**config.mk**
```make
export PLATFORM = sky130hd
export DESIGN_NAME = utx_cell_rx
export DESIGN_NICKNAME = d
export VERILOG_FILES = /design/src/rtl/utx_pkg.sv /design/src/rtl/utx_clav.sv /design/src/rtl/utx_framer.sv /design/src/rtl/utx_cell_fifo.sv /design/src/rtl/utx_cell_rx.sv
export SDC_FILE = /design/constraint.sdc
export NUM_CORES = 2
export LEC_CHECK = 0
export BUFFER_PORTS_ARGS = -buffer_cell sky130_fd_sc_hd__buf_2
export CAP_MARGIN = 25
export CORE_ASPECT_RATIO = 2
export CORE_MARGIN = 1
export CORE_UTILIZATION = 30
export CTS_BUF_LIST = sky130_fd_sc_hd__clkbuf_4 sky130_fd_sc_hd__clkbuf_8 sky130_fd_sc_hd__clkbuf_16
export DETAILED_ROUTE_END_ITERATION = 10
export PLACE_DENSITY = 0.54
export SLEW_MARGIN = 25
export SYNTH_ARGS = -nofsm -noshare
export SYNTH_HDL_FRONTEND = slang
export SYNTH_SLANG_ARGS = --single-unit
```
**constraint.sdc**
```tcl
create_clock -name clk_i -period 5.5 [get_ports clk_i]
set_input_delay 0.825 -clock clk_i [delete_from_list [all_inputs] [get_ports clk_i]]
set_output_delay 0.825 -clock clk_i [all_outputs]
set_load 0.05 [all_outputs]
```
**src/rtl/utx_pkg.sv**
```systemverilog
package utx_pkg;
  localparam int MAX_CELL_WORDS = 54;

  function automatic logic [5:0] words_per_cell(input logic [1:0] width,
                                                input logic [1:0] size);
    logic [5:0] bytes;
    unique case (size)
      2'b00:   bytes = 6'd52;
      2'b01:   bytes = 6'd53;
      default: bytes = 6'd54;
    endcase
    if (width == 2'b01) return 6'((bytes + 6'd1) >> 1);
    return bytes;
  endfunction
endpackage

```
**src/rtl/utx_clav.sv**
```systemverilog
module utx_clav #(
  parameter int CELLS  = 4,
  parameter int CNT_W  = 3,
  parameter int ADDR_W = 5
) (
  input  logic              multi_i,
  input  logic [ADDR_W-1:0] addr_i,
  input  logic [ADDR_W-1:0] phy_addr_i,
  input  logic              enb_ni,
  input  logic [CNT_W-1:0]  cnt_i,
  input  logic              in_prog_i,
  output logic              clav_o,
  output logic              clav_oe_o,
  output logic              word_o
);
  logic sel;

  assign sel       = !multi_i || (addr_i == phy_addr_i);
  assign clav_oe_o = sel;
  assign word_o    = sel && !enb_ni;
  // room for a further cell once the open one is counted
  assign clav_o    = (int'(cnt_i) + int'(in_prog_i)) < CELLS;
endmodule

```
**src/rtl/utx_framer.sv**
```systemverilog
module utx_framer #(
  parameter int IDX_W  = 6,
  parameter int DATA_W = 16
) (
  input  logic              clk_i,
  input  logic              rst_ni,
  input  logic              word_i,
  input  logic              soc_i,
  input  logic [DATA_W-1:0] data_i,
  input  logic              wide_i,
  input  logic [IDX_W-1:0]  words_i,
  input  logic              space_ok_i,
  output logic              wr_en_o,
  output logic [IDX_W-1:0]  wr_idx_o,
  output logic [DATA_W-1:0] wr_data_o,
  output logic              commit_o,
  output logic              active_o,
  output logic              keep_o,
  output logic [IDX_W-1:0]  idx_o
);
  localparam int HALF_W = DATA_W / 2;

  logic             active_q, keep_q, keep_n;
  logic [IDX_W-1:0] idx_q, cur_idx;
  logic             start, cont, last;

  always_comb begin
    start   = word_i && soc_i;
    cont    = word_i && !soc_i && active_q;
    cur_idx = start ? '0 : idx_q;
    last    = (start || cont) && (cur_idx == words_i - 1'b1);
    keep_n  = start ? space_ok_i : keep_q;
  end

  assign wr_en_o   = (start || cont) && keep_n;
  assign wr_idx_o  = cur_idx;
  assign commit_o  = last && keep_n;
  assign wr_data_o = wide_i ? data_i : {{(DATA_W - HALF_W){1'b0}}, data_i[HALF_W-1:0]};
  assign active_o  = active_q;
  assign keep_o    = keep_q;
  assign idx_o     = idx_q;

  always_ff @(posedge clk_i or negedge rst_ni) begin
    if (!rst_ni) begin
      active_q <= 1'b0;
      keep_q   <= 1'b0;
      idx_q    <= '0;
    end else if (start || cont) begin
      keep_q <= keep_n;
      if (last) begin
        active_q <= 1'b0;
        idx_q    <= '0;
      end else begin
        active_q <= 1'b1;
        idx_q    <= cur_idx + 1'b1;
      end
    end
  end
endmodule

```
**src/rtl/utx_cell_fifo.sv**
```systemverilog
module utx_cell_fifo #(
  parameter int CELLS     = 4,
  parameter int MAX_WORDS = 54,
  parameter int IDX_W     = 6,
  parameter int DATA_W    = 16,
  parameter int CNT_W     = $clog2(CELLS + 1)
) (
  input  logic              clk_i,
  input  logic              rst_ni,
  input  logic              wr_en_i,
  input  logic [IDX_W-1:0]  wr_idx_i,
  input  logic [DATA_W-1:0] wr_data_i,
  input  logic              commit_i,
  input  logic [IDX_W-1:0]  words_i,
  input  logic              rd_en_i,
  output logic [DATA_W-1:0] rd_data_o,
  output logic              rd_sof_o,
  output logic              cell_rdy_o,
  output logic [CNT_W-1:0]  cnt_o,
  output logic              space_ok_o
);
  localparam int SLOT_W = (CELLS > 1) ? $clog2(CELLS) : 1;
  localparam int AW     = $clog2(CELLS * MAX_WORDS);

  logic [DATA_W-1:0] mem [CELLS*MAX_WORDS];
  logic [SLOT_W-1:0] wr_slot, rd_slot;
  logic [IDX_W-1:0]  rd_idx;
  logic [CNT_W-1:0]  cnt;
  logic              pop, release_cell;
  logic [AW-1:0]     wr_addr, rd_addr;

  function automatic logic [SLOT_W-1:0] slot_inc(input logic [SLOT_W-1:0] s);
    return (int'(s) == CELLS - 1) ? '0 : s + 1'b1;
  endfunction

  assign wr_addr      = AW'(wr_slot) * AW'(MAX_WORDS) + AW'(wr_idx_i);
  assign rd_addr      = AW'(rd_slot) * AW'(MAX_WORDS) + AW'(rd_idx);
  assign cell_rdy_o   = (cnt != '0);
  assign pop          = rd_en_i && cell_rdy_o;
  assign release_cell = pop && (rd_idx == words_i - 1'b1);
  assign rd_data_o    = mem[rd_addr];
  assign rd_sof_o     = cell_rdy_o && (rd_idx == '0);
  assign cnt_o        = cnt;
  assign space_ok_o   = (cnt < CNT_W'(CELLS));

  always_ff @(posedge clk_i) begin
    if (wr_en_i) mem[wr_addr] <= wr_data_i;
  end

  always_ff @(posedge clk_i or negedge rst_ni) begin
    if (!rst_ni) begin
      wr_slot <= '0;
      rd_slot <= '0;
      rd_idx  <= '0;
      cnt     <= '0;
    end else begin
      if (commit_i) wr_slot <= slot_inc(wr_slot);
      if (pop) begin
        if (release_cell) begin
          rd_idx  <= '0;
          rd_slot <= slot_inc(rd_slot);
        end else begin
          rd_idx <= rd_idx + 1'b1;
        end
      end
      case ({commit_i, release_cell})
        2'b10:   cnt <= cnt + 1'b1;
        2'b01:   cnt <= cnt - 1'b1;
        default: cnt <= cnt;
      endcase
    end
  end
endmodule

```
**src/rtl/utx_cell_rx.sv**
```systemverilog
module utx_cell_rx #(
  parameter int CELLS     = 4,
  parameter int DATA_W    = 16,
  parameter int ADDR_W    = 5,
  parameter int MAX_WORDS = utx_pkg::MAX_CELL_WORDS
) (
  input  logic              clk_i,
  input  logic              rst_ni,
  input  logic              multi_phy_i,
  input  logic [1:0]        bus_width_i,
  input  logic [1:0]        cell_size_i,
  input  logic [ADDR_W-1:0] phy_addr_i,
  input  logic [ADDR_W-1:0] addr_i,
  input  logic              enb_ni,
  input  logic              soc_i,
  input  logic [DATA_W-1:0] data_i,
  output logic              clav_o,
  output logic              clav_oe_o,
  input  logic              rd_en_i,
  output logic [DATA_W-1:0] rd_data_o,
  output logic              rd_sof_o,
  output logic              cell_rdy_o
);
  localparam int IDX_W = $clog2(MAX_WORDS);
  localparam int CNT_W = $clog2(CELLS + 1);

  logic              word, wide, space_ok;
  logic              wr_en, commit;
  logic              frm_active, frm_keep;
  logic [IDX_W-1:0]  frm_idx, wr_idx, words;
  logic [DATA_W-1:0] wr_data;
  logic [CNT_W-1:0]  cell_cnt;

  assign wide  = (bus_width_i == 2'b01);
  assign words = IDX_W'(utx_pkg::words_per_cell(bus_width_i, cell_size_i));

  utx_clav #(.CELLS(CELLS), .CNT_W(CNT_W), .ADDR_W(ADDR_W)) u_clav (
    .multi_i    (multi_phy_i),
    .addr_i     (addr_i),
    .phy_addr_i (phy_addr_i),
    .enb_ni     (enb_ni),
    .cnt_i      (cell_cnt),
    .in_prog_i  (frm_active && frm_keep),
    .clav_o     (clav_o),
    .clav_oe_o  (clav_oe_o),
    .word_o     (word)
  );

  utx_framer #(.IDX_W(IDX_W), .DATA_W(DATA_W)) u_framer (
    .clk_i      (clk_i),
    .rst_ni     (rst_ni),
    .word_i     (word),
    .soc_i      (soc_i),
    .data_i     (data_i),
    .wide_i     (wide),
    .words_i    (words),
    .space_ok_i (space_ok),
    .wr_en_o    (wr_en),
    .wr_idx_o   (wr_idx),
    .wr_data_o  (wr_data),
    .commit_o   (commit),
    .active_o   (frm_active),
    .keep_o     (frm_keep),
    .idx_o      (frm_idx)
  );

  utx_cell_fifo #(.CELLS(CELLS), .MAX_WORDS(MAX_WORDS), .IDX_W(IDX_W),
                  .DATA_W(DATA_W), .CNT_W(CNT_W)) u_fifo (
    .clk_i      (clk_i),
    .rst_ni     (rst_ni),
    .wr_en_i    (wr_en),
    .wr_idx_i   (wr_idx),
    .wr_data_i  (wr_data),
    .commit_i   (commit),
    .words_i    (words),
    .rd_en_i    (rd_en_i),
    .rd_data_o  (rd_data_o),
    .rd_sof_o   (rd_sof_o),
    .cell_rdy_o (cell_rdy_o),
    .cnt_o      (cell_cnt),
    .space_ok_o (space_ok)
  );
endmodule

```
### Word level (Yosys, flattened, before mapping)

Memories as Yosys holds them, arrays and structs flattened.
Index checks and enable logic that the tools add are counted.

* add/subtract/negate cells: 11
* multipliers: 2
* divide/modulo/power cells: 0
* $lt $le $gt $ge: 2
* eq/ne operators: 9
* shift operators: 0
* mux-type cells: 15
* bitwise logic cells: 0
* reduce and logical (&&, ||, !) cells: 21

Operators by type and width (number)
* 32-bit by 4-bit less-than comparator with 1-bit output, second input constant: 1
* 6-bit two-way mux: 5
* 6-bit by 1-bit adder with 6-bit output, second input constant: 3
* 8-bit by 6-bit adder with 8-bit output: 2
* 16-bit two-way mux: 1
* 2-bit by 5-bit multiplier with 7-bit output, second input constant: 2
* 6-bit == test: 2
* 1-bit logical AND: 11
* 2-bit by 1-bit == test with 1-bit output, second input constant: 5
* 6-bit logical NOT: 1
* 3-bit one-hot mux with 2 select lines: 1
* 6-bit by 1-bit subtractor with 6-bit output, second input constant: 1
* 5-bit == test: 1
* 1-bit two-way mux: 5
* 2-bit by 1-bit adder with 2-bit output, second input constant: 2
* 3-bit by 1-bit adder with 4-bit output: 1
* 2-bit two-way mux: 2
* 2-bit one-hot mux with 2 select lines: 1
* 3-bit by 1-bit adder with 3-bit output, second input constant: 1
* 1-bit logical NOT: 3
* 3-bit less-than comparator, second input constant: 1
* 3-bit nonzero test: 1
* 3-bit by 1-bit subtractor with 3-bit output, second input constant: 1
* 2-bit == test, second input constant: 1
* 4 further kinds: 5

* register bits: 21
* latch bits: 0
* RAM bits: 3456
* memory bits (read-only): 0
* input bits: 36
* output and inout port bits: 20
* word-level logic and storage cells: 68
* memories: 1

Memory list
* u_fifo.mem: depth 216, width 16, read ports 1, clocked after memory_dff 0, wr ports 1, line utx_cell_fifo.sv:25 `logic [DATA_W-1:0] mem [CELLS*MAX_WORDS];`

### Longest topological paths before layout

* word-level depth: 11
* gate-level depth with buffers: 18
* depth with buffers taken out: 15

### Modules after synthesis

Synthesis repeated with hierarchy kept, for this count alone.

* cells, all modules: 6598
* area, all modules: 135316.0 um2

Modules (own cells, without submodules)
* utx_cell_fifo: times used 1, cells an instance 6479, area an instance 134328.8 um2, seq. area each 104104.8 um2
* utx_framer: times used 1, cells an instance 101, area an instance 854.6 um2, seq. area each 200.2 um2
* utx_clav: times used 1, cells an instance 11, area an instance 77.6 um2, seq. area each 0.0 um2
* utx_cell_rx: times used 1, cells an instance 7, area an instance 55.1 um2, seq. area each 0.0 um2

### Worst setup path after synthesis

No wires, ideal clock.

* path type: in2reg
* start point: input port phy_addr_i[4]
* end point: memory u_fifo.mem[192][0] (enable)
* setup time: 0.409 ns
* data arrival time: 5.258 ns
* required time: 5.091 ns
* path slack: -0.168 ns
* cell stages on the path: 16
* path buffers: 4
* cells stage by stage: xor2_1 > nor3_4 > a31oi_1 > inv_2 > nand2_1 > clkbuf_1 > and2_1 > ha_1 > clkbuf_1 > a21o_1 > or4_1 > o211a_1 > or2_2 > clkbuf_1 > clkbuf_1 > nor3_1

* word-level cells in the longest chain between the ends: 9
* elaborated cells between the ends (all ways): 13
* classes of those cells: add/sub: 1; eq/ne: 1; mux: 4; reduce/logical: 7

Ends and longest elaborated chain
* start, declared: line utx_cell_rx.sv:12 `input logic [ADDR_W-1:0] phy_addr_i,`
* 5-bit == test *: line utx_clav.sv:18 `assign sel = !multi_i || (addr_i == phy_addr_i);`
* 1-bit logical OR *: line utx_clav.sv:18
* via clav_oe_o: line utx_cell_rx.sv:18 `output logic clav_oe_o,`
* 1-bit logical AND *: line utx_clav.sv:20 `assign word_o = sel && !enb_ni;`
* branches (longest 6 deep; another with 8-bit by 6-bit adder with 8-bit output)
* end, declared: line utx_cell_fifo.sv:25

Mark *: on every way through the listed nets, which the timed path passes.

### Worst setup path after layout

* start point: register u_fifo.rd_slot[0]
* end point: output port rd_data_o[8]

* word-level cells in the longest chain between the ends: 3

Ends and longest elaborated chain
* start, declared: line utx_cell_fifo.sv:26 `logic [SLOT_W-1:0] wr_slot, rd_slot;`
* start signal, assigned: line utx_cell_fifo.sv:61 `rd_slot <= slot_inc(rd_slot);`
* 2-bit by 5-bit multiplier with 7-bit output: line utx_cell_fifo.sv:37 `assign rd_addr = AW'(rd_slot) * AW'(MAX_WORDS) + AW'(rd_idx);`
* 8-bit by 6-bit adder with 8-bit output: line utx_cell_fifo.sv:37
* memory 216 x 16 bit
* end, declared: line utx_cell_rx.sv:20 `output logic [DATA_W-1:0] rd_data_o,`

No other way between the ends.

==> results_dict.tcl <==
set metrics [dict create \
    postRouteAntennaNets 0 \
    cp_num_buf_inv 7 \
    numCtsBuffers 289 \
    synthFlopType "edfxtp_1" \
    grt_max_degree 133 \
    yosys_warnings 0 \
    firstDrtPassIters 6 \
    drc 0 \
    routed_wl_um 416000 \
    finalHoldViolations 0 \
    nNetsFinal 7005 \
    period_share 1.05 \
    seq_power_share 0.376 \
    async_flop_share 0.00604 \
    setup_viol 16 \
    status "finished with violations" \
    grt_pass1_vias 70662 \
    pwr-share-comb 0.351 \
    netSwitchingFraction 0.335 \
    regToRegEndpoint "u_fifo.mem[197][15]$_DFFE_PP_" \
    hold-path-endpoint "u_framer.active_o$_DFFE_PN0P_" \
    tightestPinTransition_ns 1.20 \
    hp-class "in2reg" \
    die_height_um 951 \
    violations "setup timing" \
    pwr_density_cell_nw_per_um2 479 \
    internal-power_mw 51.6 \
    post_drt_wl_per_cell_um 31.7 \
    p_total_mw 77.7 \
    max-slew-margin-rel 0.200 \
    final_common_cell "edfxtp_1" \
    setup_slack_ns -0.280 \
    drv_cap 0 \
    via_count 66614 \
    antenna_found_initial 22 \
    die_w_um 477 \
    grt_pass1_wl_um 573000 \
    crit_slowest_cell "dfrtp_2" \
    gp_congestion 0.887 \
    crit_type "reg2out" \
    rsz0062_at_grt "true" \
    cts_buffer_depth 4 \
    syn_inst 6262 \
    worstPathRequired_ns 4.68 \
    worst_setup_path_end_kind "primary output" \
    synth-edff-count 3456 \
    cts_tree "yes" \
    syn2layout_area_growth_pct 20.0 \
    placed_area_um2 150000 \
    finalWorstPathRequiredPeriod_ns 5.78 \
    synth-seq-cells 3477 \
    worst_setup_path_start_kind "flop" \
    clock-root-buffer "clkbuf_16" \
    ir_drop_mv 0.834 \
    final_cell_mix "edfxtp_1, mux4_2, nand2_1, buf_4, clkbuf_16" \
    drt_iter0_drc 6119 \
    reg2reg_setup_slack_ns 1.18 \
    ios 56 \
    cpPeakStageDelay_ns 0.43 \
    syn_area_um2 135000 \
    drive_gt1_frac 0.348 \
    start_util 0.301 \
    p_leak_nw 50.7 \
    r2r-start "u_fifo.wr_slot[0]$_DFFE_PN0P_" \
    grt_overflow 0 \
    routed_via_density 5.07 \
    slew_viol_final 0 \
    worst_ep_arrival_time_ns 4.95 \
    track_usage 0.180 \
    switchingPower_mw 26.0 \
    ys_seq_area_frac 0.772 \
    clk_pin_slew_ns 0.07 \
    final_area_um2 162000 \
    dieArea_um2 453000 \
    finClkSkew_ns 0.0523 \
    clk_latency_ns 0.90 \
    cpLargestDelayFamily "buffers and inverters" \
    holdPathStages 3 \
    crit_start "u_fifo.rd_slot[0]$_DFFE_PN0P_" \
    tns_ns -2.05 \
    synth.avg_cell_area_um2 21.6 \
    cp_cell_sequence "inv_4 -> ha_4 -> ha_4 -> a211oi_4 -> nor3_4 -> or2_4 -> buf_12 -> buf_16 -> buf_16 -> mux2i_4 -> a32oi_1 -> nand4_1 -> o2111ai_4 -> buf_6 -> nor4bb_4 -> buf_4 -> buf_12" \
    row_count 348 \
    hp-start "enb_ni" \
    r2r_cells 13 \
    synth.net_count 6324 \
    h-tree-depth 5 \
    synth_cell_types 71 \
    core_area_um2 448000 \
    clockPowerShare 0.273 \
    clock-sinks 3477 \
    dp_hpwl_um 272000 \
    placement.io_buffers 55 \
    path_max_fanout 8 \
    clock.fmax_mhz 173 \
]
worst max-delay path by stage:
stage / depth (start not counted) / to / slack, ns
finish: 17 / rd_data_o[8] / -0.28
global placement: 15 / u_fifo.mem[183][9]$_DFFE_PP_ / -0.52
CTS: 17 / rd_data_o[15] / -0.25
floorplan: 16 / u_fifo.mem[192][0]$_DFFE_PP_ / -0.17
detailed placement: 18 / rd_data_o[8] / -0.29
global route: 17 / rd_data_o[8] / -0.29
worst min-delay path: stages:
cell,delay (ns)
buf_2,0.14
o21ai_0,0.09
o21ai_0,0.09
cells by family (layout without fill, tap and decap cells):
group / after synthesis / after routing / share of synthesized area
other: 0 / 14 / 0
xor gates and xnor gates: 30 / 30 / 0.00200
and+or+nand+nor: 1039 / 1039 / 0.0349
adders and majority gates: 27 / 27 / 0.00260
AOI/OAI and AO/OA: 237 / 237 / 0.0123
DFF: 3477 / 3477 / 0.772
buffers and inverters: 400 / 1303 / 0.0131
muxes: 1052 / 1052 / 0.163
Yosys cell counts, types with 7 or more instances:
cell type	n	area, um^2
nand2b_1	7	43.8
nand4_1	51	319
and3_1	20	125
a32oi_1	58	508
mux4_2	922	20800
inv_1	27	101
nand3_1	149	746
xnor2_1	15	131
or3_1	16	100
xor2_1	14	123
o22ai_1	8	50.1
nor2_1	152	571
nor3_1	116	581
clkbuf_1	158	593
and2_1	16	100
buf_2	149	746
a211oi_1	13	97.6
nand2_1	463	1740
a21oi_1	31	155
or4_1	7	52.6
o21ai_0	23	115
buf_1	44	165
ha_1	24	300
mux2i_1	120	1200
mux2_2	10	113
buf_4	19	143
a31oi_1	62	388
dfrtp_1	21	526
edfxtp_1	3456	104000
sequential cells by signal (all words and copies together) (netlist names):
register           cells
u_fifo.rd_slot         2
u_fifo.cnt_o           3
u_fifo.rd_idx          6
u_fifo.wr_slot         2
u_framer.idx_o         6
u_fifo.mem          3456
u_framer.keep_o        1
u_framer.active_o      1
area by class of cell:
| class | instances | area, um^2 |
|---|---|---|
| antenna | 14 | 35.0 |
| clock inverter | 166 | 1630 |
| tap | 5950 | 7440 |
| sequential | 3477 | 104000 |
| clock buffer | 347 | 7810 |
| inverter | 29 | 115 |
| fill | 41089 | 286000 |
| multi-input combinational | 2385 | 31200 |
| timing repair buffer | 761 | 9600 |
power groups by stage:
stage               sequential, mW  combinational [mW]  clock, mW
global route                  29.2                27.8       22.5
floorplan                     29.8                11.9          0
global placement              29.8                24.1          0
detailed placement            29.8                24.1          0
CTS                           29.2                26.4       21.7
finish                        29.2                27.3       21.2
repair_timing:
action / in CTS / in global routing
setup buffers: 50 / 30
gates cloned: 15 / 5
hold buffers: 1 / 0
resized for setup: 232 / 121
pin swaps: 61 / 67
endpoints found under the hold margin: 21 / 0
setup endpoints to repair: 16 / 16
routing by layer:
layer,global-route usage,part of all wire
met1,0.180,0.32
met2,0.340,0.55
met3,0.0211,0.041
met4,0.136,0.085
met5,0,0.00017
per-stage QoR:
step                      setup WS, ns  hold slack (ns)   util  instances
after floorplan                 -0.168            0.481      -       6262
after global placement          -0.520            0.513  0.334      12507
after detailed placement        -0.288            0.523  0.334      12509
after CTS                       -0.252            0.204  0.359      13086
after global routing            -0.290            0.282  0.362      13123
final                           -0.280            0.296  0.362      13129
Power figures use the tool's default switching activity.
